--- config.mk ---
export PLATFORM = sky130hd
export DESIGN_NAME = dac_pair_writer
export DESIGN_NICKNAME = d
export VERILOG_FILES = /design/src/rtl/dac_seq_pkg.sv /design/src/rtl/dac_sample_bank.sv /design/src/rtl/dac_frame_shifter.sv /design/src/rtl/dac_bit_counter.sv /design/src/rtl/dac_seq_fsm.sv /design/src/rtl/dac_pair_writer.sv
export SDC_FILE = /design/constraint.sdc
export NUM_CORES = 1
export LEC_CHECK = 0
export BUFFER_PORTS_ARGS = -buffer_cell sky130_fd_sc_hd__buf_2
export CORE_MARGIN = 2
export CORE_UTILIZATION = 45
export DETAILED_ROUTE_END_ITERATION = 12
export GPL_ROUTABILITY_DRIVEN = 0
export SLEW_MARGIN = 30
export SYNTH_ARGS = -nofsm -noshare
export SYNTH_HDL_FRONTEND = slang
export SYNTH_SLANG_ARGS = --single-unit
--- constraint.sdc ---
create_clock -name clk -period 1.8 [get_ports clk]
set_clock_uncertainty 0.2 [all_clocks]
set_input_delay 0.27 -clock clk [delete_from_list [all_inputs] [get_ports clk]]
set_output_delay 0.27 -clock clk [all_outputs]
set_load 0.03 [all_outputs]
--- src/rtl/dac_seq_pkg.sv ---
package dac_seq_pkg;

    localparam int SAMPLE_W    = 8;
    localparam int CFG_W       = 8;
    localparam int FRAME_W     = CFG_W + SAMPLE_W;
    localparam int BITCNT_W    = $clog2(FRAME_W);
    localparam int SHIFT_CYC   = 2 * FRAME_W;
    localparam int XFER_CYCLES = 2 * (SHIFT_CYC + 1) + 2;

    typedef enum logic {
        CH_LEFT  = 1'b0,
        CH_RIGHT = 1'b1
    } chan_e;

    typedef enum logic [3:0] {
        S_IDLE    = 4'd0,
        S_LOAD_L  = 4'd1,
        S_LOW_L   = 4'd2,
        S_HIGH_L  = 4'd3,
        S_GAP     = 4'd4,
        S_LOAD_R  = 4'd5,
        S_LOW_R   = 4'd6,
        S_HIGH_R  = 4'd7,
        S_FINAL   = 4'd8
    } seq_state_e;

    typedef struct packed {
        logic  osr_load;
        logic  osr_shift;
        logic  cnt_en;
        chan_e sel;
        logic  sclk;
        logic  frame_n;
    } seq_ctl_t;

    // Configuration byte: [7] internal ref, [6:5] both channels on,
    // [4:3] direct update mode, [2] channel address, [1:0] zero.
    function automatic logic [CFG_W-1:0] cfg_byte(chan_e ch);
        logic [CFG_W-1:0] b;
        b      = '0;
        b[7]   = 1'b1;
        b[6:5] = 2'b11;
        b[4:3] = 2'b01;
        b[2]   = (ch == CH_RIGHT);
        return b;
    endfunction

    function automatic seq_ctl_t decode(seq_state_e st);
        seq_ctl_t c;
        c = '{osr_load: 1'b0, osr_shift: 1'b0, cnt_en: 1'b0,
              sel: CH_LEFT, sclk: 1'b0, frame_n: 1'b1};
        unique case (st)
            S_LOAD_L: begin c.osr_load = 1'b1; c.sel = CH_LEFT;  end
            S_LOW_L:  begin c.cnt_en = 1'b1; c.frame_n = 1'b0; end
            S_HIGH_L: begin c.osr_shift = 1'b1; c.sclk = 1'b1; c.frame_n = 1'b0; end
            S_LOAD_R: begin c.osr_load = 1'b1; c.sel = CH_RIGHT; end
            S_LOW_R:  begin c.cnt_en = 1'b1; c.frame_n = 1'b0; c.sel = CH_RIGHT; end
            S_HIGH_R: begin c.osr_shift = 1'b1; c.sclk = 1'b1; c.frame_n = 1'b0;
                            c.sel = CH_RIGHT; end
            S_FINAL:  begin c.frame_n = 1'b0; end
            default:  begin end
        endcase
        return c;
    endfunction

endpackage

--- src/rtl/dac_sample_bank.sv ---
module dac_sample_bank
    import dac_seq_pkg::*;
#(
    parameter int W = SAMPLE_W
) (
    input  logic         clk,
    input  logic         rst,
    input  logic         left_we,
    input  logic         right_we,
    input  logic [W-1:0] left_in,
    input  logic [W-1:0] right_in,
    input  chan_e        sel,
    output logic [W-1:0] sample
);

    logic [W-1:0] hold [2];
    logic [1:0]   we;
    logic [W-1:0] din [2];

    assign we[0]  = left_we;
    assign we[1]  = right_we;
    assign din[0] = left_in;
    assign din[1] = right_in;

    for (genvar i = 0; i < 2; i++) begin : g_reg
        always_ff @(posedge clk or posedge rst) begin
            if (rst)        hold[i] <= '0;
            else if (we[i]) hold[i] <= din[i];
        end
    end

    assign sample = (sel == CH_RIGHT) ? hold[1] : hold[0];

endmodule

--- src/rtl/dac_frame_shifter.sv ---
module dac_frame_shifter
    import dac_seq_pkg::*;
(
    input  logic                clk,
    input  logic                rst,
    input  logic                load,
    input  logic                shift,
    input  chan_e               sel,
    input  logic [SAMPLE_W-1:0] sample,
    output logic                sdata
);

    logic [FRAME_W-1:0] osr;

    always_ff @(posedge clk or posedge rst) begin
        if (rst)        osr <= '0;
        else if (load)  osr <= {cfg_byte(sel), sample};
        else if (shift) osr <= {osr[FRAME_W-2:0], 1'b0};
    end

    assign sdata = osr[FRAME_W-1];

endmodule

--- src/rtl/dac_bit_counter.sv ---
module dac_bit_counter
    import dac_seq_pkg::*;
(
    input  logic clk,
    input  logic rst,
    input  logic clr,
    input  logic en,
    output logic wrapped
);

    localparam logic [BITCNT_W-1:0] LAST = BITCNT_W'(FRAME_W - 1);

    logic [BITCNT_W-1:0] cnt;

    always_ff @(posedge clk or posedge rst) begin
        if (rst)       cnt <= '0;
        else if (clr)  cnt <= '0;
        else if (en)   cnt <= (cnt == LAST) ? '0 : cnt + 1'b1;
    end

    assign wrapped = (cnt == '0);

endmodule

--- src/rtl/dac_seq_fsm.sv ---
module dac_seq_fsm
    import dac_seq_pkg::*;
(
    input  logic     clk,
    input  logic     rst,
    input  logic     start,
    input  logic     frame_end,
    output seq_ctl_t ctl,
    output logic     ready,
    output logic     done
);

    seq_state_e st, st_nx;

    always_comb begin
        st_nx = st;
        unique case (st)
            S_IDLE:   if (start) st_nx = S_LOAD_L;
            S_LOAD_L: st_nx = S_LOW_L;
            S_LOW_L:  st_nx = S_HIGH_L;
            S_HIGH_L: st_nx = frame_end ? S_GAP : S_LOW_L;
            S_GAP:    st_nx = S_LOAD_R;
            S_LOAD_R: st_nx = S_LOW_R;
            S_LOW_R:  st_nx = S_HIGH_R;
            S_HIGH_R: st_nx = frame_end ? S_FINAL : S_LOW_R;
            S_FINAL:  st_nx = S_IDLE;
            default:  st_nx = S_IDLE;
        endcase
    end

    always_ff @(posedge clk or posedge rst) begin
        if (rst) begin
            st   <= S_IDLE;
            done <= 1'b0;
        end else begin
            st   <= st_nx;
            done <= (st == S_FINAL);
        end
    end

    assign ctl   = decode(st);
    assign ready = (st == S_IDLE);

    AST_START_TAKEN: assert property (@(posedge clk) disable iff (rst)
        (start && ready) |=> !ready);

    AST_BUSY_HOLDS: assert property (@(posedge clk) disable iff (rst)
        (!ready && st != S_FINAL) |=> !ready);

    AST_SCLK_HALF: assert property (@(posedge clk) disable iff (rst)
        ctl.sclk |=> !ctl.sclk);

    AST_DONE_SINGLE: assert property (@(posedge clk) disable iff (rst)
        done |=> !done);

endmodule

--- src/rtl/dac_pair_writer.sv ---
module dac_pair_writer
    import dac_seq_pkg::*;
(
    input  logic       clk,
    input  logic       rst,
    input  logic       start,
    input  logic       left_we,
    input  logic       right_we,
    input  logic [7:0] left_in,
    input  logic [7:0] right_in,
    output logic       ready,
    output logic       done,
    output logic       sclk,
    output logic       sdata,
    output logic       frame_n
);

    seq_ctl_t            ctl;
    logic                frame_end;
    logic [SAMPLE_W-1:0] sample;

    dac_seq_fsm u_fsm (
        .clk       (clk),
        .rst       (rst),
        .start     (start),
        .frame_end (frame_end),
        .ctl       (ctl),
        .ready     (ready),
        .done      (done)
    );

    dac_sample_bank #(.W(SAMPLE_W)) u_bank (
        .clk      (clk),
        .rst      (rst),
        .left_we  (left_we),
        .right_we (right_we),
        .left_in  (left_in),
        .right_in (right_in),
        .sel      (ctl.sel),
        .sample   (sample)
    );

    dac_bit_counter u_cnt (
        .clk     (clk),
        .rst     (rst),
        .clr     (ctl.osr_load),
        .en      (ctl.cnt_en),
        .wrapped (frame_end)
    );

    dac_frame_shifter u_osr (
        .clk    (clk),
        .rst    (rst),
        .load   (ctl.osr_load),
        .shift  (ctl.osr_shift),
        .sel    (ctl.sel),
        .sample (sample),
        .sdata  (sdata)
    );

    assign sclk    = ctl.sclk;
    assign frame_n = ctl.frame_n;

    // Busy-window watch: counts cycles with ready low.
    logic [$clog2(XFER_CYCLES+2)-1:0] busy_cnt;
    always_ff @(posedge clk or posedge rst) begin
        if (rst)        busy_cnt <= '0;
        else if (ready) busy_cnt <= '0;
        else            busy_cnt <= busy_cnt + 1'b1;
    end

    AST_BUSY_LEN: assert property (@(posedge clk) disable iff (rst)
        (!ready && busy_cnt == ($bits(busy_cnt))'(XFER_CYCLES - 1)) |=> ready);

    AST_SDATA_HOLD: assert property (@(posedge clk) disable iff (rst)
        sclk |-> $stable(sdata));

    AST_SCLK_IN_FRAME: assert property (@(posedge clk) disable iff (rst)
        sclk |-> !frame_n);

    AST_DONE_AT_READY: assert property (@(posedge clk) disable iff (rst)
        done |-> ready);

endmodule

---- Word level (Yosys, flattened, before mapping) ----
Cells that the tools add are included.
storage, ports and cells
  bits in registers ....................... 41
  output and inout port bits .............. 5
  input bits .............................. 21
  logic and storage cells ................. 41
cells by class
  reduce and logical (&&, ||, !) cells .... 9
  muxes and demuxes ....................... 15
  add/subtract/negate cells ............... 1
  equality and inequality tests ........... 10
operator list
  operator                                                                count
  16-bit two-way mux                                                      2
  4-bit case mux with 8 select lines                                      1
  4-bit two-way mux                                                       5
  4-bit by 3-bit equality test with 1-bit output (second input constant)  4
  4-bit by 2-bit equality test with 1-bit output (second input constant)  2
  4-bit equality test (second input constant)                             2
  4-bit zero test                                                         2
  8-bit two-way mux                                                       1
  2-bit OR reduction                                                      3
  1-bit two-way mux                                                       5
  5-bit OR reduction                                                      1
  4-bit by 1-bit adder with 4-bit output (second input constant)          1
  4-bit by 1-bit equality test with 1-bit output (second input constant)  1
  2-bit nonzero test                                                      2
  3-bit two-way mux                                                       1
  3-bit OR reduction                                                      1
  2-bit inequality test (second input constant)                           1

---- Logic depth before layout (Yosys ltp) ----
  word-level depth ........................ 5
  mapped depth ............................ 5
  depth with buffers taken out ............ 5

---- Cells and area by module ----
Synthesis repeated with hierarchy kept, for this count alone.
second synthesis, totals
  cells, all modules ...................... 156
  area, all modules ....................... 2001.9 sq um
modules (own cells, without submodules)
  module             cells an instance  instances  seq. area each (sq um)  area each (sq um)
  dac_sample_bank    44                 1          400.4                   798.3
  dac_frame_shifter  62                 1          400.4                   713.2
  dac_seq_fsm        28                 1          125.1                   277.8
  dac_bit_counter    22                 1          100.1                   212.7

---- Worst setup path after synthesis ----
Ideal clock, no wire load.
  path kind ............................... register to output
  from .................................... register u_fsm.st[1]
  to ...................................... output port ready
  data arrival time ....................... 1639 ps
  required time ........................... 1330 ps
  stages on the path, launching flop included .. 4
  path buffers ............................ 2
  setup slack ............................. -309 ps
  cell sequence ........................... dfrtp_1 -> buf_4 -> buf_2 -> nor4_1
on the way
  word-level cells in the longest chain between the ends .. 1
RTL lines
  item                      RTL line               source
  start: declaration        dac_seq_fsm.sv:13      seq_state_e st, st_nx;
  start signal: assignment  dac_seq_fsm.sv:36      st <= st_nx;
  4-bit zero test           dac_seq_fsm.sv:42      assign ready = (st == S_IDLE);
  end: declaration          dac_pair_writer.sv:11  output logic ready,
Every way passes these cells.

---- Worst setup path after layout ----
  from .................................... register u_fsm.st[2]
  to ...................................... output port frame_n
on the way
  word-level cells in the longest chain between the ends .. 3
  elaborated cells on any way between the ends .. 7
  classes of those cells .................. 5 x eq/ne; 1 x mux; 1 x reduce/logical
RTL lines
  item                                                                          RTL line               source
  4-bit by 2-bit equality test with 1-bit output, or another cell as far along  dac_seq_pkg.sv:52      unique case (st)
  5-bit OR reduction (no line) (*)                                              n/a
  1-bit two-way mux (*)                                                         dac_seq_pkg.sv:52
  end: declaration                                                              dac_pair_writer.sv:15  output logic frame_n
Every way passes the cells marked *; elsewhere a longest branch is shown, timed or not.

==> metrics <==
status complete, no violations; WHS 0.009578 ns; H-tree levels 2; CP cell instances buf_6 > nor4b_4 > nor2_1 > buf_4; share of post-route cells with drive strength above 1 35.92%; Post-Synthesis Cell Area 1891 um2; CP startpoint u_fsm.st[2]; sequential cell area fraction in the yosys report ~54%; Antenna Cells 0; Slew headroom 65.09%; post-route ant nets 0; first-pass GRT wire length 5934 um; Min Clock Period, post-route 1.789 ns; Iter 0 DRT Violations 81; final count of pins violating max slew 0; vias per std cell 5.141; fin crit share ~99%; TritonCTS Buffers 5; Slew @ Worst Pin roughly 0.52 ns; Util after Layout 56.71%; number of clock sinks 41; Final Hold Viols 0; final WL 3503 um; WP data required 1.33 ns; Final setup viols 0; CTS max path bufs 2; DRC 0; Syn Nets 188; Vias 1316; Die Width a little under 70 um; RSZ-0062 raised after global routing yes; crit path launch type register; leak pwr 0.001061 uW; Crit Path Max Fanout 5; worst r2r path cells 5; Fillers 361; Netlist cell types 30; Post-Synthesis Cells between 150 and 200; critical path class reg -> out; hpwl dp roughly 2400 um; Peak Freq 558.9 MHz; R2R setup slack ~0.19 ns; Worst Path Arrival 1.32 ns; Ports 26; nets 228; core area just over 4000 um2; VDD IR-drop max 0.6234 mV; Die Y a little under 70 um; gr usage total 17.62%; Worst Setup EP frame_n; Starting Density 46.93%; drt pass-1 iters 4; IO buf count 25; worst skew pair latency 0.29 ns; Main synth FF type dfrtp_1; critical path endpoint category primary output; area delta synth->final 20.85%; PwrDens 1515 nW/um2; number of flops mapped to enable cells by yosys 0; initial antenna violation count 0; post-synthesis async set-or-reset flop share 100.0%; routed length per instance 13.68 um; HP Class in -> reg; floorplan row count 23; Seq cells post-synth 41; Avg Synthesized Cell Area 11.46 um2; CTS tree done; largest net degree at the start of global routing 42; clock slew at reported path FFs around 0.08 ns; launching point of the worst reg2reg path u_cnt.cnt[0]; Max Cap Viol 0; Clk Tree Root Cell clkbuf_8; vias in the first global route 1297; CP max-delay cell dfrtp_1; Crit Reg-Reg Endpoint u_fsm.st[2]; total gr overflow 0; YS warnings 0; CP peak stage delay approximately 0.40 ns; die area ~4700 um2
-- timing repair --
| action | 4_1_cts | 5_1_grt |
|---|---|---|
| hold endpoints to repair | 49 | 0 |
| pin swaps | 0 | 0 |
| hold buffers | 9 | 0 |
| endpoints found under the setup margin | 2 | 3 |
| gates resized for setup | 6 | 5 |
| setup buffers | 3 | 0 |
-- cells in the mapped netlist (2+ instances only) --
master	number	area, um2
a21oi_1	3	15.01
a32oi_1	2	17.52
buf_2	8	40.04
buf_6	2	22.52
dfrtp_1	41	1026
ha_1	2	25.02
inv_1	5	18.77
mux2_2	23	259.0
mux2i_1	9	90.09
nand2_1	21	78.83
nor2_1	9	33.78
nor2b_1	2	12.51
nor3_1	2	10.01
o21ai_0	14	70.07
o21ai_1	6	30.03
o31ai_1	2	15.01
-- per-layer routing --
layer  vias up  wire, um  GRT usage, %
met5         -         0             0
met4         0        45         7.108
met3         4       123         5.519
met2        25      1726         28.25
met1       639      1607         22.19
li1        648         -             -
-- stage by stage --
| step | setup TNS, ns | power, uW | cell area, um2 | cells | setup WS [ns] |
|---|---|---|---|---|---|
| 3_5_place_dp | 0 | 2795 | 2059 | 236 | 0.2045 |
| 2_1_floorplan | 0 | 2512 | 1897 | 165 | 0.03038 |
| 3_3_place_gp | 0 | 2736 | 2059 | 236 | 0.1867 |
| 5_1_grt | -0.06237 | 3769 | 2285 | 256 | -0.06237 |
| 4_1_cts | -0.01174 | 3493 | 2278 | 256 | -0.01174 |
| 6_report | 0 | 3462 | 2285 | 256 | 0.01085 |
-- worst min path at each step --
| stage | from | endpoint | slack (ns) | cells after the start |
|---|---|---|---|---|
| 2_1_floorplan | right_in[0] | u_bank.hold[0] | 0.22 | 1 |
| 3_3_place_gp | rst | u_osr.osr[15] | 0.22 | 3 |
| 3_5_place_dp | rst | u_osr.osr[14] | 0.23 | 3 |
| 4_1_cts | right_in[6] | u_bank.hold[6] | 0.0004 | 2 |
| 5_1_grt | right_in[6] | u_bank.hold[6] | 0.0006 | 2 |
| 6_report | right_in[6] | u_bank.hold[6] | 0.01 | 2 |
-- logic make-up after synthesis --
logic type	synth area share (%)
multiplexers	19.26
AO/OA/AOI/OAI	9.001
adder cells (fa/ha/maj)	1.323
flip-flops	54.27
AND/OR/NAND/NOR	10.66
buffers and inverters	5.493
-- worst max-delay path: cells and delay by family (launching register included) --
family	cells	cell delay [ns]
DFF	1	0.40
and+or+nand+nor	2	0.32
buffers and inverters	2	0.32
-- final cells by class --
| type | instances | area, um2 | share of cell area [%] |
|---|---|---|---|
| sequential | 41 | 1030 | 45.07 |
| multi-input combinational | 107 | 778.2 | 34.06 |
| timing repair buffer | 45 | 309.0 | 13.53 |
| clock buffer | 5 | 68.82 | 3.012 |
| tap | 50 | 62.56 | 2.738 |
| inverter | 5 | 18.77 | 0.8215 |
| clock inverter | 3 | 17.52 | 0.7667 |
-- power by group --
group          internal, uW  leakage [uW]  switching (uW)
logic                   698      0.000516             766
registers              1200      0.000501             205
clock network           268     0.0000439             322
-- sequential cells by signal, summed over array words and instances (netlist names) --
register,cells
u_bank.hold,16
u_fsm.st,4
u_cnt.cnt,4
u_osr.osr,16
u_fsm.done,1
-- layout by cell type, fill, tap and decap left out, types with 5 or more instances in the layout --
cell type,count
clkbuf_8,5
dlygate4sd3_1,9
o21ai_1,6
nand2_1,21
dfrtp_1,38
buf_4,13
o21ai_0,14
nor2_1,9
inv_1,5
mux2_2,23
buf_2,22
mux2i_1,9
Power figures use the tool's default switching activity.
